<file path="src/rtl/iac_pkg.sv">
package iac_pkg;

    localparam int NUM_EV    = 4;
    localparam int NUM_PAIRS = NUM_EV / 2;
    localparam int CTRL_W    = NUM_EV + NUM_PAIRS + 2 * NUM_EV;

    typedef enum logic [2:0] {
        SEL_CMP1 = 3'd0,
        SEL_CMP2 = 3'd1,
        SEL_CMP3 = 3'd2,
        SEL_CMP4 = 3'd3,
        SEL_CTRL = 3'd4,
        SEL_CLR  = 3'd5
    } reg_sel_e;

    typedef enum logic [1:0] {
        PRIV_ANY  = 2'b00,
        PRIV_RSVD = 2'b01,
        PRIV_SUP  = 2'b10,
        PRIV_USER = 2'b11
    } priv_e;

    // packed MSB first: qual[3] occupies the top bits, enables the bottom
    typedef struct packed {
        logic [NUM_EV-1:0][1:0]  qual;
        logic [NUM_PAIRS-1:0]    mask_mode;
        logic [NUM_EV-1:0]       en;
    } ctrl_t;

    function automatic logic priv_pass(input logic [1:0] q, input logic user);
        logic ok;
        unique case (priv_e'(q))
            PRIV_ANY:  ok = 1'b1;
            PRIV_SUP:  ok = ~user;
            PRIV_USER: ok = user;
            default:   ok = 1'b0;
        endcase
        return ok;
    endfunction

    function automatic logic field_match(input logic [63:0] diff);
        return diff == '0;
    endfunction

endpackage

</file>
<file path="src/rtl/iac_regs.sv">
module iac_regs
    import iac_pkg::*;
#(
    parameter int ADDR_W = 64
) (
    input  logic                            clk,
    input  logic                            rst,
    input  logic                            wr_en,
    input  logic [2:0]                      wr_sel,
    input  logic [ADDR_W-1:0]               wr_data,
    output logic [NUM_EV-1:0][ADDR_W-1:0]   cmp_q,
    output ctrl_t                           ctrl_q
);

    for (genvar k = 0; k < NUM_EV; k++) begin : g_cmp
        always_ff @(posedge clk) begin
            if (rst) begin
                cmp_q[k] <= '0;
            end else if (wr_en && wr_sel == 3'(k)) begin
                cmp_q[k] <= wr_data;
            end
        end
    end

    always_ff @(posedge clk) begin
        if (rst) begin
            ctrl_q <= '0;
        end else if (wr_en && reg_sel_e'(wr_sel) == SEL_CTRL) begin
            ctrl_q <= ctrl_t'(wr_data[CTRL_W-1:0]);
        end
    end

endmodule

</file>
<file path="src/rtl/iac_pair.sv">
module iac_pair
    import iac_pkg::*;
#(
    parameter int ADDR_W = 64
) (
    input  logic                clk,
    input  logic                rst,
    input  logic                addr_valid,
    input  logic [ADDR_W-1:0]   addr,
    input  logic [ADDR_W-1:0]   cmp_keep,
    input  logic                user_mode,
    input  logic [ADDR_W-1:0]   reg_lo,
    input  logic [ADDR_W-1:0]   reg_hi,
    input  logic                mask_mode,
    input  logic [1:0]          en,
    input  logic [1:0][1:0]     qual,
    output logic [1:0]          hit
);

    logic [1:0][ADDR_W-1:0] regs;
    logic [1:0]             exact_hit;
    logic                   masked_hit;

    assign regs[0] = reg_lo;
    assign regs[1] = reg_hi;

    assign masked_hit = field_match(64'((addr ^ reg_lo) & reg_hi & cmp_keep));

    for (genvar e = 0; e < 2; e++) begin : g_ev
        assign exact_hit[e] = field_match(64'((addr ^ regs[e]) & cmp_keep));
        assign hit[e] = addr_valid && en[e] && priv_pass(qual[e], user_mode)
                        && (mask_mode ? masked_hit : exact_hit[e]);
    end

    // value/mask match with both events fully open must hit both or neither
    AST_MASK_PAIR: assert property (@(posedge clk) disable iff (rst)
        (mask_mode && en == 2'b11 && qual[0] == 2'b00 && qual[1] == 2'b00)
        |-> (hit[0] == hit[1]));

endmodule

</file>
<file path="src/rtl/iac_status.sv">
module iac_status
    import iac_pkg::*;
(
    input  logic                clk,
    input  logic                rst,
    input  logic [NUM_EV-1:0]   hits,
    input  logic                clr_en,
    input  logic [NUM_EV-1:0]   clr_bits,
    output logic [NUM_EV-1:0]   status,
    output logic                evt_pulse
);

    logic [NUM_EV-1:0] clr_eff;
    logic [NUM_EV-1:0] fresh;

    assign clr_eff = clr_en ? clr_bits : '0;
    assign fresh   = hits & ~status;

    always_ff @(posedge clk) begin
        if (rst) begin
            status    <= '0;
            evt_pulse <= 1'b0;
        end else begin
            status    <= (status & ~clr_eff) | hits;
            evt_pulse <= |fresh;
        end
    end

    for (genvar k = 0; k < NUM_EV; k++) begin : g_chk
        AST_STICKY_BIT: assert property (@(posedge clk) disable iff (rst)
            (status[k] && !(clr_en && clr_bits[k])) |=> status[k]);
    end

    AST_PULSE_NEWBIT: assert property (@(posedge clk) disable iff (rst)
        evt_pulse |-> ((status & ~$past(status)) != '0));

endmodule

</file>
<file path="src/rtl/iac_debug_unit.sv">
module iac_debug_unit
    import iac_pkg::*;
#(
    parameter int ADDR_W = 64
) (
    input  logic                clk,
    input  logic                rst,
    input  logic                addr_valid,
    input  logic [ADDR_W-1:0]   addr,
    input  logic                mode32,
    input  logic                user_mode,
    input  logic                wr_en,
    input  logic [2:0]          wr_sel,
    input  logic [ADDR_W-1:0]   wr_data,
    output logic [3:0]          status,
    output logic                dbg_event
);

    localparam int HALF_W = ADDR_W / 2;

    logic [NUM_EV-1:0][ADDR_W-1:0] cmp_q;
    ctrl_t                         ctrl_q;
    logic [ADDR_W-1:0]             cmp_keep;
    logic [NUM_EV-1:0]             hits;

    assign cmp_keep = mode32 ? {{(ADDR_W-HALF_W){1'b0}}, {HALF_W{1'b1}}} : '1;

    iac_regs #(.ADDR_W(ADDR_W)) u_regs (
        .clk     (clk),
        .rst     (rst),
        .wr_en   (wr_en),
        .wr_sel  (wr_sel),
        .wr_data (wr_data),
        .cmp_q   (cmp_q),
        .ctrl_q  (ctrl_q)
    );

    for (genvar p = 0; p < NUM_PAIRS; p++) begin : g_pair
        iac_pair #(.ADDR_W(ADDR_W)) u_pair (
            .clk        (clk),
            .rst        (rst),
            .addr_valid (addr_valid),
            .addr       (addr),
            .cmp_keep   (cmp_keep),
            .user_mode  (user_mode),
            .reg_lo     (cmp_q[2*p]),
            .reg_hi     (cmp_q[2*p+1]),
            .mask_mode  (ctrl_q.mask_mode[p]),
            .en         (ctrl_q.en[2*p+1 -: 2]),
            .qual       (ctrl_q.qual[2*p+1 -: 2]),
            .hit        (hits[2*p+1 -: 2])
        );
    end

    iac_status u_status (
        .clk       (clk),
        .rst       (rst),
        .hits      (hits),
        .clr_en    (wr_en && reg_sel_e'(wr_sel) == SEL_CLR),
        .clr_bits  (wr_data[NUM_EV-1:0]),
        .status    (status),
        .evt_pulse (dbg_event)
    );

    AST_IDLE_QUIET: assert property (@(posedge clk) disable iff (rst)
        !addr_valid |=> !dbg_event);

    for (genvar k = 0; k < NUM_EV; k++) begin : g_top_chk
        AST_ENABLE_GATE: assert property (@(posedge clk) disable iff (rst)
            (status[k] && !$past(status[k])) |-> $past(ctrl_q.en[k]));
        AST_QUAL_RSVD: assert property (@(posedge clk) disable iff (rst)
            (status[k] && !$past(status[k])) |-> ($past(ctrl_q.qual[k]) != 2'b01));
    end

endmodule

</file>
<file path="config.mk">
export PLATFORM = sky130hd
export DESIGN_NAME = iac_debug_unit
export DESIGN_NICKNAME = d
export VERILOG_FILES = /design/src/rtl/iac_pkg.sv /design/src/rtl/iac_regs.sv /design/src/rtl/iac_pair.sv /design/src/rtl/iac_status.sv /design/src/rtl/iac_debug_unit.sv
export SDC_FILE = /design/constraint.sdc
export NUM_CORES = 1
export LEC_CHECK = 0
export BUFFER_PORTS_ARGS = -buffer_cell sky130_fd_sc_hd__buf_2
export CORE_MARGIN = 4
export CORE_UTILIZATION = 53
export CTS_CLUSTER_SIZE = 12
export DETAILED_ROUTE_END_ITERATION = 6
export PLACE_DENSITY = 0.73
export SYNTH_ARGS = -nofsm -noshare
export SYNTH_HDL_FRONTEND = slang
export SYNTH_SLANG_ARGS = --single-unit
</file>
<file path="constraint.sdc">
create_clock -name clk -period 5.2 [get_ports clk]
set_input_delay 1.3 -clock clk [delete_from_list [all_inputs] [get_ports clk]]
set_output_delay 1.3 -clock clk [all_outputs]
set_load 0.02 [all_outputs]
</file>
==> reports/summary.log <==
[run_status] status complete, no violations
[synthesis] cell types occupying the most area after synthesis sky130_fd_sc_hd__dfxtp_1 (42%), sky130_fd_sc_hd__nand2_1 (16%), sky130_fd_sc_hd__xor2_1 (13%), sky130_fd_sc_hd__a21oi_1 (11%), sky130_fd_sc_hd__xnor2_1 (4.5%)
[synthesis] cell count after synthesis 1662
[synthesis] count of flip-flops with a built-in enable after synthesis 0
[synthesis] Synth top cells by count sky130_fd_sc_hd__nand2_1 (552), sky130_fd_sc_hd__a21oi_1 (278), sky130_fd_sc_hd__dfxtp_1 (275)
[clocking] total CTS buffers 29
[global_routing] pin count of the biggest net entering global routing 139
[job] max-cap viol count 0
[power_and_ir_drop] peak supply drop 217 µV
[power_and_ir_drop] part of the total power dissipated in combinational logic 10.6%
[final_layout] final non-filler cell total 2089
[sta] post-route minimum period 3080 ps
[sta] Final Skew 8.98 ps
[power_and_ir_drop] Internal Dissipation 3.55 mW
[floorplan] Starting Density 54.6%
[sta] share of the clock period used by the worst path 59.2%
[sta] total setup violations reported at the end of the flow 0
[global_routing] GR met1 Demand/Resource 53.6%
[sta] Final Hold Slack 454 ps
[worst_hold_path] Hold Path Class flip-flop to flip-flop
[routing] total wire length 49500 µm
[synthesis] library cell with the highest instance count after synthesis sky130_fd_sc_hd__nand2_1
[routing] routed vias/inst 6.00
[synthesis] sequential-to-total area share from yosys stat 42.5%
[global_routing] wire length of the first global-routing pass 72800 µm
[synthesis] number of different library cells in the post-synthesis netlist 39
[clocking] worst-skew pair later-pin latency 540 ps
[routing] DRT iter0 DRCs 1759
[power_and_ir_drop] sw frac 25.8%
[floorplan] I/O pin total 142
[critical_path] Worst setup EP type flip-flop
[power_and_ir_drop] switching component of the power 1.23 mW
[placement] HPWL reported at the end of detailed placement 36100 µm
[placement] pre-CTS setup slack 1800 ps
[critical_path] worst setup path category input port to flip-flop
[clocking] clk root buf sky130_fd_sc_hd__clkbuf_16
[floorplan] area of the die 27000 µm²
[global_routing] GR met2 Demand/Resource 51.1%
[synthesis] cell taking the most area after synthesis sky130_fd_sc_hd__dfxtp_1
[critical_path] Worst Path Buf+Inv 1
[power_and_ir_drop] cell leakage power 5.56 nW
[sta] setup slack after layout 2120 ps
[global_routing] met3 Track Usage GR 8.21%
[final_layout] Post-Route Utilization 62.2%
[global_routing] Most Crowded Layer GR met1
[power_and_ir_drop] share of total power in sequential cells 46.0%
[critical_path] delay of the slowest cell on the worst path 710 ps
[sta] slew at the pin closest to its max-slew limit 1070 ps
[placement] global placement routability congestion 1.05
[clocking] CTS-repair resized insts 0
[floorplan] Die Height 164 µm
[synthesis] Post-synth ARST share 0%
[synthesis] mean post-synth cell area 7.80 µm²
[power_and_ir_drop] Final Total Pwr 4.78 mW
[critical_path] data required time at the worst endpoint 5670 ps
[clocking] buffer levels on the longest clock path 3
[clocking] Reg clk slew, reported paths 60 ps
[sta] Final Hold Viols 0
[critical_path] library cell appearing most often on the critical path sky130_fd_sc_hd__nor4_1
[global_routing] GRT Resource Usage Total 35.7%
[global_routing] number of antenna violations at the first check in global routing 0
[clocking] number of hold-repair buffers added at the cts stage 0
[sta] Slew HR 28.6%
[sta] unrepaired setup endpoints after global routing false
[sta] final sum of negative setup slack 0 ps
[synthesis] flop and latch count out of synthesis 275
[sta] achievable clock frequency 0.325 GHz
[power_and_ir_drop] part of the power in the clock network 43.5%
[clocking] clock tree from TritonCTS built
[final_layout] fin area 14800 µm²
[clocking] maximum level of the CTS H-tree 1
[floorplan] Placeable Area 23800 µm²
[final_layout] Final Net Count 1891
[placement] count of buffers from port buffering 141
[synthesis] count of yosys warnings during synthesis 0
[critical_path] sequence of cells on the critical path buf_2 > xor2_1 > nor4_1 > nand4_1 > nor4_1 > a22o_1 > a32o_1 > nand2_1 > a21oi_1
[floorplan] Chip Width 164 µm
[clocking] total number of clock tree sinks 275
[placement] placed cell count 2042
[clocking] number of setup buffers added after CTS 0
[floorplan] placement row count 56
[synthesis] top_reg_cell synth sky130_fd_sc_hd__dfxtp_1
[critical_path] CP max stage cell sky130_fd_sc_hd__nor4_1
[sta] final slew viol count 0
[critical_path] data arrival at the endpoint of the critical path 3550 ps
[global_routing] grt ovf 0
[critical_path] type of origin of the critical path input port
[critical_path] largest fanout on the critical path 4
[power_and_ir_drop] PwrDens 324 nW/µm²
[routing] final antenna-violating net count 0
[placement] standard cell area after detailed placement 13800 µm²
[synthesis] fraction of synthesized cell area taken by the top area cell type 42.5%
[synthesis] number of nets produced by synthesis 1799
[synthesis] cell area after synthesis 13000 µm²
[final_layout] proportion of layout cells with a drive suffix above 1 11.4%
[critical_path] cell family with most CP delay simple AND/OR/NAND/NOR gates
[routing] detailed-router iteration count before antenna repair 6
[routing] routed length per placed instance 23.7 µm
[routing] post-route DRC violation count 0
[routing] DR vias 12500
[final_layout] synthesis-to-layout area growth 14.0%
[global_routing] number of global-route vias before repair 11600
cell families (layout without fill, tap and decap cells):
| logic type | after synthesis | after routing | share of synthesized area, % |
|---|---|---|---|
| XOR/XNOR | 258 | 258 | 17.4 |
| other | 0 | 1 | 0 |
| flip-flops | 275 | 275 | 42.5 |
| AND/OR/NAND/NOR | 677 | 677 | 21.7 |
| AO/OA/AOI/OAI | 358 | 358 | 15.7 |
| buffers and inverters | 94 | 201 | 2.75 |
cell usage in the layout (no fill, tap or decap), types with 5 or more instances in the layout:
cell type,n
sky130_fd_sc_hd__nand4_1,39
sky130_fd_sc_hd__nor3_1,5
sky130_fd_sc_hd__nor4_1,50
sky130_fd_sc_hd__buf_2,140
sky130_fd_sc_hd__buf_4,10
sky130_fd_sc_hd__dfxtp_1,275
sky130_fd_sc_hd__xnor2_1,66
sky130_fd_sc_hd__a22oi_1,42
sky130_fd_sc_hd__a21oi_1,278
sky130_fd_sc_hd__clkbuf_16,29
sky130_fd_sc_hd__xor2_1,192
sky130_fd_sc_hd__a22o_1,10
sky130_fd_sc_hd__nor2_1,14
sky130_fd_sc_hd__nand2_1,551
sky130_fd_sc_hd__clkbuf_8,7
sky130_fd_sc_hd__a221oi_1,9
final timing paths:
kind	slack, ps	depth (start not counted)	startpoint	to
min reg2reg	450	2	u_regs.ctrl_q[9]	u_regs.ctrl_q[9]
max reg2reg	2710	8	u_regs.cmp_q[19]	u_status.evt_pulse
max	2120	9	addr[19]	u_status.evt_pulse
min	450	2	u_regs.ctrl_q[9]	u_regs.ctrl_q[9]
power by group through the flow:
stage,sequential (mW),clock (mW),combinational [mW]
CTS,2.20,2.09,0.491
global route,2.20,2.16,0.536
floorplan,2.22,0,0.252
finish,2.20,2.08,0.505
detailed placement,2.24,0,0.488
global placement,2.24,0,0.488
registers in the layout, summed over array words and instances (netlist names):
| register | cells |
|---|---|
| u_regs.cmp_q | 256 |
| u_regs.ctrl_q | 14 |
| u_status.status | 4 |
| u_status.evt_pulse | 1 |
per-layer routing:
| metal | up-vias | part of all wire, % |
|---|---|---|
| li1 | 5776 | - |
| met1 | 5963 | 43 |
| met2 | 698 | 42 |
| met3 | 103 | 11 |
| met4 | 0 | 3.4 |
| met5 | - | 0 |
worst register-to-register path, cell delays in order (launching register included):
cell and delay [ps]:
sky130_fd_sc_hd__dfxtp_1 320, sky130_fd_sc_hd__xor2_1 180, sky130_fd_sc_hd__nor4_1 470, sky130_fd_sc_hd__nand4_1 160
sky130_fd_sc_hd__nor4_1 710, sky130_fd_sc_hd__a22o_1 250, sky130_fd_sc_hd__a32o_1 130, sky130_fd_sc_hd__nand2_1 60
sky130_fd_sc_hd__a21oi_1 130
area by class of cell:
cell class / instances / area [µm²]
multi-input combinational: 1293 / 7130
inverter: 4 / 15.0
fill: 2216 / 8970
antenna: 1 / 2.50
timing repair buffer: 151 / 790
tap: 319 / 399
clock buffer: 39 / 823
sequential: 275 / 5510
clock inverter: 7 / 114
Note: power is estimated with default switching activity, not from simulation.
